### src/rtl/hs_pkg.sv
// Shared constants for the hot swap controller.
// Assumes the control byte sits in lane 2 of the 32-bit register word.
package hs_pkg;
    localparam logic [7:0] HDR_ID      = 8'h06;
    localparam int         CTL_LANE    = 2;
    localparam int         CTL_INS_BIT = 7;
    localparam int         CTL_REM_BIT = 6;
    localparam int         CTL_LED_BIT = 3;
    localparam int         CTL_MSK_BIT = 1;

    typedef struct packed {
        logic ins;
        logic rem;
        logic led;
        logic msk;
    } hs_ctl_t;
endpackage

### src/rtl/hs_sync.sv
// Multi-flop synchronizer for one asynchronous level.
// Assumes STAGES >= 1; all flops reset to RST_VAL.
module hs_sync #(
    parameter int   STAGES  = 2,
    parameter logic RST_VAL = 1'b1
) (
    input  logic clk,
    input  logic rst_n,
    input  logic d,
    output logic q
);
    logic [STAGES-1:0] chain_q;

    genvar gi;
    generate
        for (gi = 0; gi < STAGES; gi++) begin : g_stage
            // Shift the level one flop further along the chain.
            always_ff @(posedge clk) begin
                if (!rst_n) chain_q[gi] <= RST_VAL;
                else if (gi == 0) chain_q[gi] <= d;
                else chain_q[gi] <= chain_q[(gi == 0) ? 0 : gi-1];
            end
        end
    endgenerate

    assign q = chain_q[STAGES-1];
endmodule

### src/rtl/hs_debounce.sv
// Tick-sampled debouncer: the stable level flips only after SAMPLES
// consecutive ticks all see the opposite level.
// Assumes level_in is already synchronous to clk.
module hs_debounce #(
    parameter int   SAMPLES   = 6,
    parameter logic RST_LEVEL = 1'b1
) (
    input  logic clk,
    input  logic run_n,
    input  logic tick,
    input  logic level_in,
    output logic level_q
);
    localparam int CW = $clog2(SAMPLES + 1);
    localparam logic [CW-1:0] LAST = CW'(SAMPLES - 1);

    logic [CW-1:0] run_cnt_q;
    logic          state_q;

    // Count differing samples; commit the new level on the last one.
    always_ff @(posedge clk) begin
        if (!run_n) begin
            state_q   <= RST_LEVEL;
            run_cnt_q <= '0;
        end else if (tick) begin
            if (level_in == state_q) begin
                run_cnt_q <= '0;
            end else if (run_cnt_q == LAST) begin
                state_q   <= level_in;
                run_cnt_q <= '0;
            end else begin
                run_cnt_q <= run_cnt_q + 1'b1;
            end
        end
    end

    assign level_q = state_q;

    // the stable level never moves between ticks.
    a_r2_change_on_tick_only: assert property (@(posedge clk) disable iff (!run_n)
        !tick |=> $stable(state_q));
    // the counter never exceeds the sample window.
    a_r2_cnt_bound: assert property (@(posedge clk) disable iff (!run_n)
        run_cnt_q < CW'(SAMPLES));
    // reset holds the stable level at its reset value.
    a_r9_hold_in_reset: assert property (@(posedge clk)
        !run_n |=> (state_q == RST_LEVEL));
endmodule

### src/rtl/hs_csr.sv
// Control/status word: sticky event flags (W1C), LED and mask bits,
// capability header, registered read port.
// Assumes events are single-cycle pulses; a set beats a clear in one cycle.
module hs_csr
    import hs_pkg::*;
#(
    parameter logic [7:0] NEXT_PTR = 8'h4F
) (
    input  logic        clk,
    input  logic        run_n,
    input  logic        ins_evt,
    input  logic        rem_evt,
    input  logic        lane_wr,
    input  logic [7:0]  wbyte,
    input  logic        rd_en,
    output logic [31:0] rdata,
    output hs_ctl_t     ctl
);
    localparam logic [7:0] PTR_RD = NEXT_PTR & 8'hFC;

    hs_ctl_t     ctl_q;
    logic [31:0] rdata_q;
    logic [7:0]  ctl_byte;
    logic        unused_wbits;

    assign unused_wbits = ^{wbyte[5:4], wbyte[2], wbyte[0]};

    // Update sticky flags and software control bits.
    always_ff @(posedge clk) begin
        if (!run_n) begin
            ctl_q <= '0;
        end else begin
            if (ins_evt) ctl_q.ins <= 1'b1;
            else if (lane_wr && wbyte[CTL_INS_BIT]) ctl_q.ins <= 1'b0;
            if (rem_evt) ctl_q.rem <= 1'b1;
            else if (lane_wr && wbyte[CTL_REM_BIT]) ctl_q.rem <= 1'b0;
            if (lane_wr) begin
                ctl_q.led <= wbyte[CTL_LED_BIT];
                ctl_q.msk <= wbyte[CTL_MSK_BIT];
            end
        end
    end

    // Assemble the visible control byte with reserved bits at zero.
    always_comb begin
        ctl_byte = '0;
        ctl_byte[CTL_INS_BIT] = ctl_q.ins;
        ctl_byte[CTL_REM_BIT] = ctl_q.rem;
        ctl_byte[CTL_LED_BIT] = ctl_q.led;
        ctl_byte[CTL_MSK_BIT] = ctl_q.msk;
    end

    // Capture the register word on a read request.
    always_ff @(posedge clk) begin
        if (!run_n) rdata_q <= '0;
        else if (rd_en) rdata_q <= {8'h00, ctl_byte, PTR_RD, HDR_ID};
    end

    assign rdata = rdata_q;
    assign ctl   = ctl_q;

    // a pending insertion flag survives anything but a W1C.
    a_r5_ins_sticky: assert property (@(posedge clk) disable iff (!run_n)
        (ctl_q.ins && !(lane_wr && wbyte[CTL_INS_BIT])) |=> ctl_q.ins);
    // a pending removal flag survives anything but a W1C.
    a_r5_rem_sticky: assert property (@(posedge clk) disable iff (!run_n)
        (ctl_q.rem && !(lane_wr && wbyte[CTL_REM_BIT])) |=> ctl_q.rem);
    // fixed fields of every returned word.
    a_r8_fixed_fields: assert property (@(posedge clk) disable iff (!run_n)
        rd_en |=> (rdata_q[7:0] == 8'h06 && rdata_q[9:8] == 2'b00 &&
                   rdata_q[31:24] == 8'h00 && rdata_q[21:20] == 2'b00));
    // read data holds without a request.
    a_r10_rdata_hold: assert property (@(posedge clk) disable iff (!run_n)
        !rd_en |=> $stable(rdata_q));
endmodule

### src/rtl/hotswap_ctrl.sv
// Hot swap insertion/extraction controller top.
// Assumes bus_rst_n and ms_tick are synchronous to clk; handle_sw is async.
module hotswap_ctrl
    import hs_pkg::*;
#(
    parameter int         SYNC_STAGES = 2,
    parameter int         DEB_SAMPLES = 6,
    parameter logic [7:0] NEXT_PTR    = 8'h4F
) (
    input  logic        clk,
    input  logic        rst_n,
    input  logic        bus_rst_n,
    input  logic        ms_tick,
    input  logic        handle_sw,
    input  logic        reg_rd,
    input  logic        reg_wr,
    input  logic [3:0]  reg_be,
    input  logic [31:0] reg_wdata,
    output logic [31:0] reg_rdata,
    output logic        enum_pull_n,
    output logic        led_pull_n
);
    logic    run_n;
    logic    sw_sync;
    logic    handle_open;
    logic    handle_prev_q;
    logic    ins_evt;
    logic    rem_evt;
    logic    lane_wr;
    hs_ctl_t ctl;
    logic    unused_inputs;

    assign run_n   = rst_n & bus_rst_n;
    assign lane_wr = reg_wr & reg_be[CTL_LANE];
    assign unused_inputs = ^{reg_be[3], reg_be[1:0], reg_wdata[31:24], reg_wdata[15:0]};

    hs_sync #(.STAGES(SYNC_STAGES), .RST_VAL(1'b1)) u_sync (
        .clk   (clk),
        .rst_n (rst_n),
        .d     (handle_sw),
        .q     (sw_sync)
    );

    hs_debounce #(.SAMPLES(DEB_SAMPLES), .RST_LEVEL(1'b1)) u_deb (
        .clk      (clk),
        .run_n    (run_n),
        .tick     (ms_tick),
        .level_in (sw_sync),
        .level_q  (handle_open)
    );

    // Remember the last debounced level for edge detection.
    always_ff @(posedge clk) begin
        if (!run_n) handle_prev_q <= 1'b1;
        else handle_prev_q <= handle_open;
    end

    assign ins_evt = handle_prev_q & ~handle_open;
    assign rem_evt = ~handle_prev_q & handle_open;

    hs_csr #(.NEXT_PTR(NEXT_PTR)) u_csr (
        .clk     (clk),
        .run_n   (run_n),
        .ins_evt (ins_evt),
        .rem_evt (rem_evt),
        .lane_wr (lane_wr),
        .wbyte   (reg_wdata[8*CTL_LANE +: 8]),
        .rd_en   (reg_rd),
        .rdata   (reg_rdata),
        .ctl     (ctl)
    );

    // Drive the open-drain outputs (0 = sink).
    assign enum_pull_n = ~((ctl.ins | ctl.rem) & ~ctl.msk);
    assign led_pull_n  = ~(ctl.led | ~bus_rst_n);

    // a settled handle closure raises the insertion flag.
    a_r3_ins_on_close: assert property (@(posedge clk) disable iff (!run_n)
        $fell(handle_open) |=> ctl.ins);
    // a settled handle opening raises the removal flag.
    a_r4_rem_on_open: assert property (@(posedge clk) disable iff (!run_n)
        $rose(handle_open) |=> ctl.rem);
    // mask keeps the interrupt released.
    a_r6_mask_releases: assert property (@(posedge clk) disable iff (!run_n)
        ctl.msk |-> enum_pull_n);
    // bus reset lights the LED.
    a_r7_led_in_reset: assert property (@(posedge clk) disable iff (!rst_n)
        !bus_rst_n |-> !led_pull_n);
endmodule

### config.mk
export PLATFORM = sky130hd
export DESIGN_NAME = hotswap_ctrl
export DESIGN_NICKNAME = d
export VERILOG_FILES = /design/src/rtl/hs_pkg.sv /design/src/rtl/hs_sync.sv /design/src/rtl/hs_debounce.sv /design/src/rtl/hs_csr.sv /design/src/rtl/hotswap_ctrl.sv
export SDC_FILE = /design/constraint.sdc
export NUM_CORES = 1
export LEC_CHECK = 0
export BUFFER_PORTS_ARGS = -buffer_cell sky130_fd_sc_hd__clkbuf_2
export CORE_ASPECT_RATIO = 0.8
export CORE_UTILIZATION = 33
export DETAILED_ROUTE_END_ITERATION = 10
export PLACE_DENSITY = 0.82
export SLEW_MARGIN = 30
export SYNTH_ARGS = -nofsm -noshare
export SYNTH_HDL_FRONTEND = slang
export SYNTH_HIERARCHICAL = 1
export SYNTH_SLANG_ARGS = --single-unit
### constraint.sdc
create_clock -name clk -period 1 [get_ports clk]
set_clock_uncertainty 0.1 [all_clocks]
set_input_delay 0.2 -clock clk [delete_from_list [all_inputs] [get_ports clk]]
set_output_delay 0.2 -clock clk [all_outputs]
set_load 0.01 [all_outputs]
==> qor.yml <==
status:
  status: "complete, but fails checks"
  violations: "negative setup slack"
floorplan:
  boundaryPins: 77
  rows: 16
  start_util_pct: 34.9
  die_width_um: 58.9
  die_area_sq_mm: 0.00279
  core_area_sq_mm: 0.00244
  fp.dieH_um: 47.5
final_layout:
  layout-drive-gt1-share_pct: 46.8
  num-fill-cells: 242
  antenna_cells: 0
  num-nets-final: 168
  area_growth_pct: 32.8
logic_synthesis:
  syn_area_per_cell_sq_um: 9.38
  yosysWarnings: 6
  synth_cells: 91
  ys_types: 21
  syn_area_sq_um: 853
  ys_ff_latch: 16
  ys_seq_area_share_pct: 37.5
detailed_routing:
  top_layer: "met3"
  drc: 0
  wl_met2_um: 926
  vias: 649
  wl_mm: 1.69
  wl_met1_um: 680
  ant_nets: 0
  wl_met3_um: 84
  avgRoutedWirePerCell_um: 10.6
  routed_via_density: 4.06
  drtIter0Drc: 6
  firstDrtPassIters: 4
timing:
  rsz0062_at_grt: "true"
  max_freq_mhz: 786
  finalHoldViolCount: 0
  fin_crit_sh_pct: 127
  setup_viol: 12
  slew_viol_final: 0
  period_needed_ps: 1270
  fin_hold_ws_ps: 18.9
  final.setup.worst_slack_ps: -273
  setup_tns_ps: -1120
power:
  clkPwrFrac_pct: 34.2
  power_leakage_uw: 0.000521
  p_sw_share_pct: 24.0
  power_frac_seq_pct: 52.6
  vdd_drop_max_uv: 557
  internal_power_uw: 936
  p_switching_uw: 296
  power.density_mw_per_mm2: 1090
  power_frac_comb_pct: 13.2
place:
  post-place-ws_ps: -84.0
  hpwlAfterDp_mm: 1.13
  place.gp.congestion: 0.678
  io_buffers: 22
setup_path:
  crit_type: "flop to output port"
  cp_max_fo: 2
  critPathArrivalTime_ps: 970
  r2r_setup_slack_ps: -30
  r2r_end: "u_deb/run_cnt_q[1]"
  rr_worst_depth: 3
  worst_setup_path_end_kind: "output port"
  reg2reg_from: "u_deb/run_cnt_q[2]"
  required_ps: 700
  worstSetupStartpointType: "flop"
clock_tree:
  insertion_delay_ps: 280
  cts_max_level: 1
  clockRootBuffer: "clkbuf_4"
  path_clk_slew_ps: 90
  cts_buffer_depth: 2
  tritoncts: "yes"
  cts_buffers: 3
  clock-sinks: 16
flow_run:
  max_cap_violations: 0
global_route:
  grt_pass1_vias: 551
  grt_usage_pct: 12.1
  antenna_found_initial: 0
  overflow: 0
  grt_pass1_wl_mm: 2.40
  grt_start_max_net_pins: 10
min_path:
  whs_endpoint: "u_csr/ctl[2]"
  hold_path.class: "input pin to flop"
  hold_depth: 2
  worstHoldStart: "reg_wdata[22]"
-- registers in the layout, indices dropped and copies added (netlist names) --
register / flops
u_csr/rdata: 5
handle_prev_q: 1
u_deb/run_cnt_q: 3
u_sync/q: 1
u_csr/ctl: 4
u_sync/chain_q: 1
u_deb/level_q: 1
-- worst max-delay path: stages (launching register included) --
cell,delay [ps]
dfxtp_2,340
o21bai_1,190
buf_2,170
-- layout make-up --
| cell class | instances | area [sq um] | area share, % |
|---|---|---|---|
| multi-input cells | 66 | 419 | 37.0 |
| flip-flops and latches | 16 | 347 | 30.6 |
| repair buffers | 35 | 275 | 24.3 |
| well taps | 36 | 45.0 | 3.97 |
| clock buffers | 4 | 36.3 | 3.20 |
| inverters | 3 | 11.3 | 0.993 |
-- synth_stat cells --
master	number	area share [%]
a21oi_1	3	1.8
a31oi_1	2	1.5
and2_1	2	1.5
and2b_1	3	2.6
and4b_2	1	1.3
and4bb_2	1	1.5
buf_4	28	25
conb_1	1	0.44
dfxtp_1	16	38
inv_1	3	1.3
mux2i_1	7	8.2
nand2_1	2	0.88
nand2b_1	2	1.5
nand3b_1	3	2.6
nand4b_1	1	1.0
nor2b_1	9	6.6
o21a_1	1	0.88
o21ai_0	2	1.2
o21ai_1	2	1.2
o21bai_1	1	0.88
xor2_1	1	1.0
-- how the worst max path moves through the flow --
stage                    endpoint                from  slack [ps]
2_1_floorplan  u_deb/run_cnt_q[1]  u_deb/run_cnt_q[1]          40
3_3_place_gp   u_deb/run_cnt_q[1]  u_deb/run_cnt_q[1]          20
3_5_place_dp   u_deb/run_cnt_q[1]  u_deb/run_cnt_q[1]         -80
4_1_cts                led_pull_n        u_csr/ctl[1]        -230
5_1_grt               enum_pull_n        u_csr/ctl[3]        -300
6_report              enum_pull_n        u_csr/ctl[3]        -270
-- timing repair --
item | CTS | global route
hold buffers | 2 | 1
pin swaps | 1 | 3
hold endpoints to repair | 2 | 1
gates resized for setup | 14 | 32
buffers inserted | 3 | 3
endpoints found under the setup margin | 14 | 16
-- cells by family after synthesis --
logic type	after synthesis	share of synthesized area, %
mux	7	8.21
compound gates	11	7.33
flops	16	37.5
xor+xnor	1	1.03
other cells	1	0.439
simple gates	24	19.5
buf+inv	31	26.0
-- metrics by stage --
stage               utilization (%)  cells  instance area (sq um)  total power [uW]
detailed placement             37.3    147                    911               802
finish                         46.4    160                   1130              1230
floorplan                         -    113                    936               825
global placement               37.3    147                    911               798
global route                   46.4    160                   1130              1310
CTS                            41.4    156                   1010              1220
-- layer usage --
metal | track usage [%] | vias to the layer above
li1 | - | 314
met4 | 6.67 | 0
met2 | 22.5 | 33
met5 | 0 | -
met3 | 3.24 | 0
met1 | 13.0 | 302
-- power groups by stage --
stage | logic, uW | registers (uW) | clock network, uW
2_1_floorplan | 159 | 666 | 0
3_3_place_gp | 132 | 665 | 0
3_5_place_dp | 136 | 666 | 0
4_1_cts | 142 | 650 | 430
5_1_grt | 179 | 649 | 485
6_report | 162 | 647 | 422
-- cell usage in the layout (no fill, tap or decap), types with 2 or more instances in the layout --
cell and count:
buf_4 9, clkbuf_4 3, mux2i_1 7, nand2b_1 2, a21oi_2 2, a31oi_1 2, and2b_1 3, clkbuf_2 12
inv_1 3, and2_1 2, nand3b_1 3, dlygate4sd3_1 3, dfxtp_4 3, o21ai_1 4, buf_6 10, conb_1 23
nor2b_1 7, dfxtp_2 12, nand2_1 2
Power figures use the tool's default switching activity.
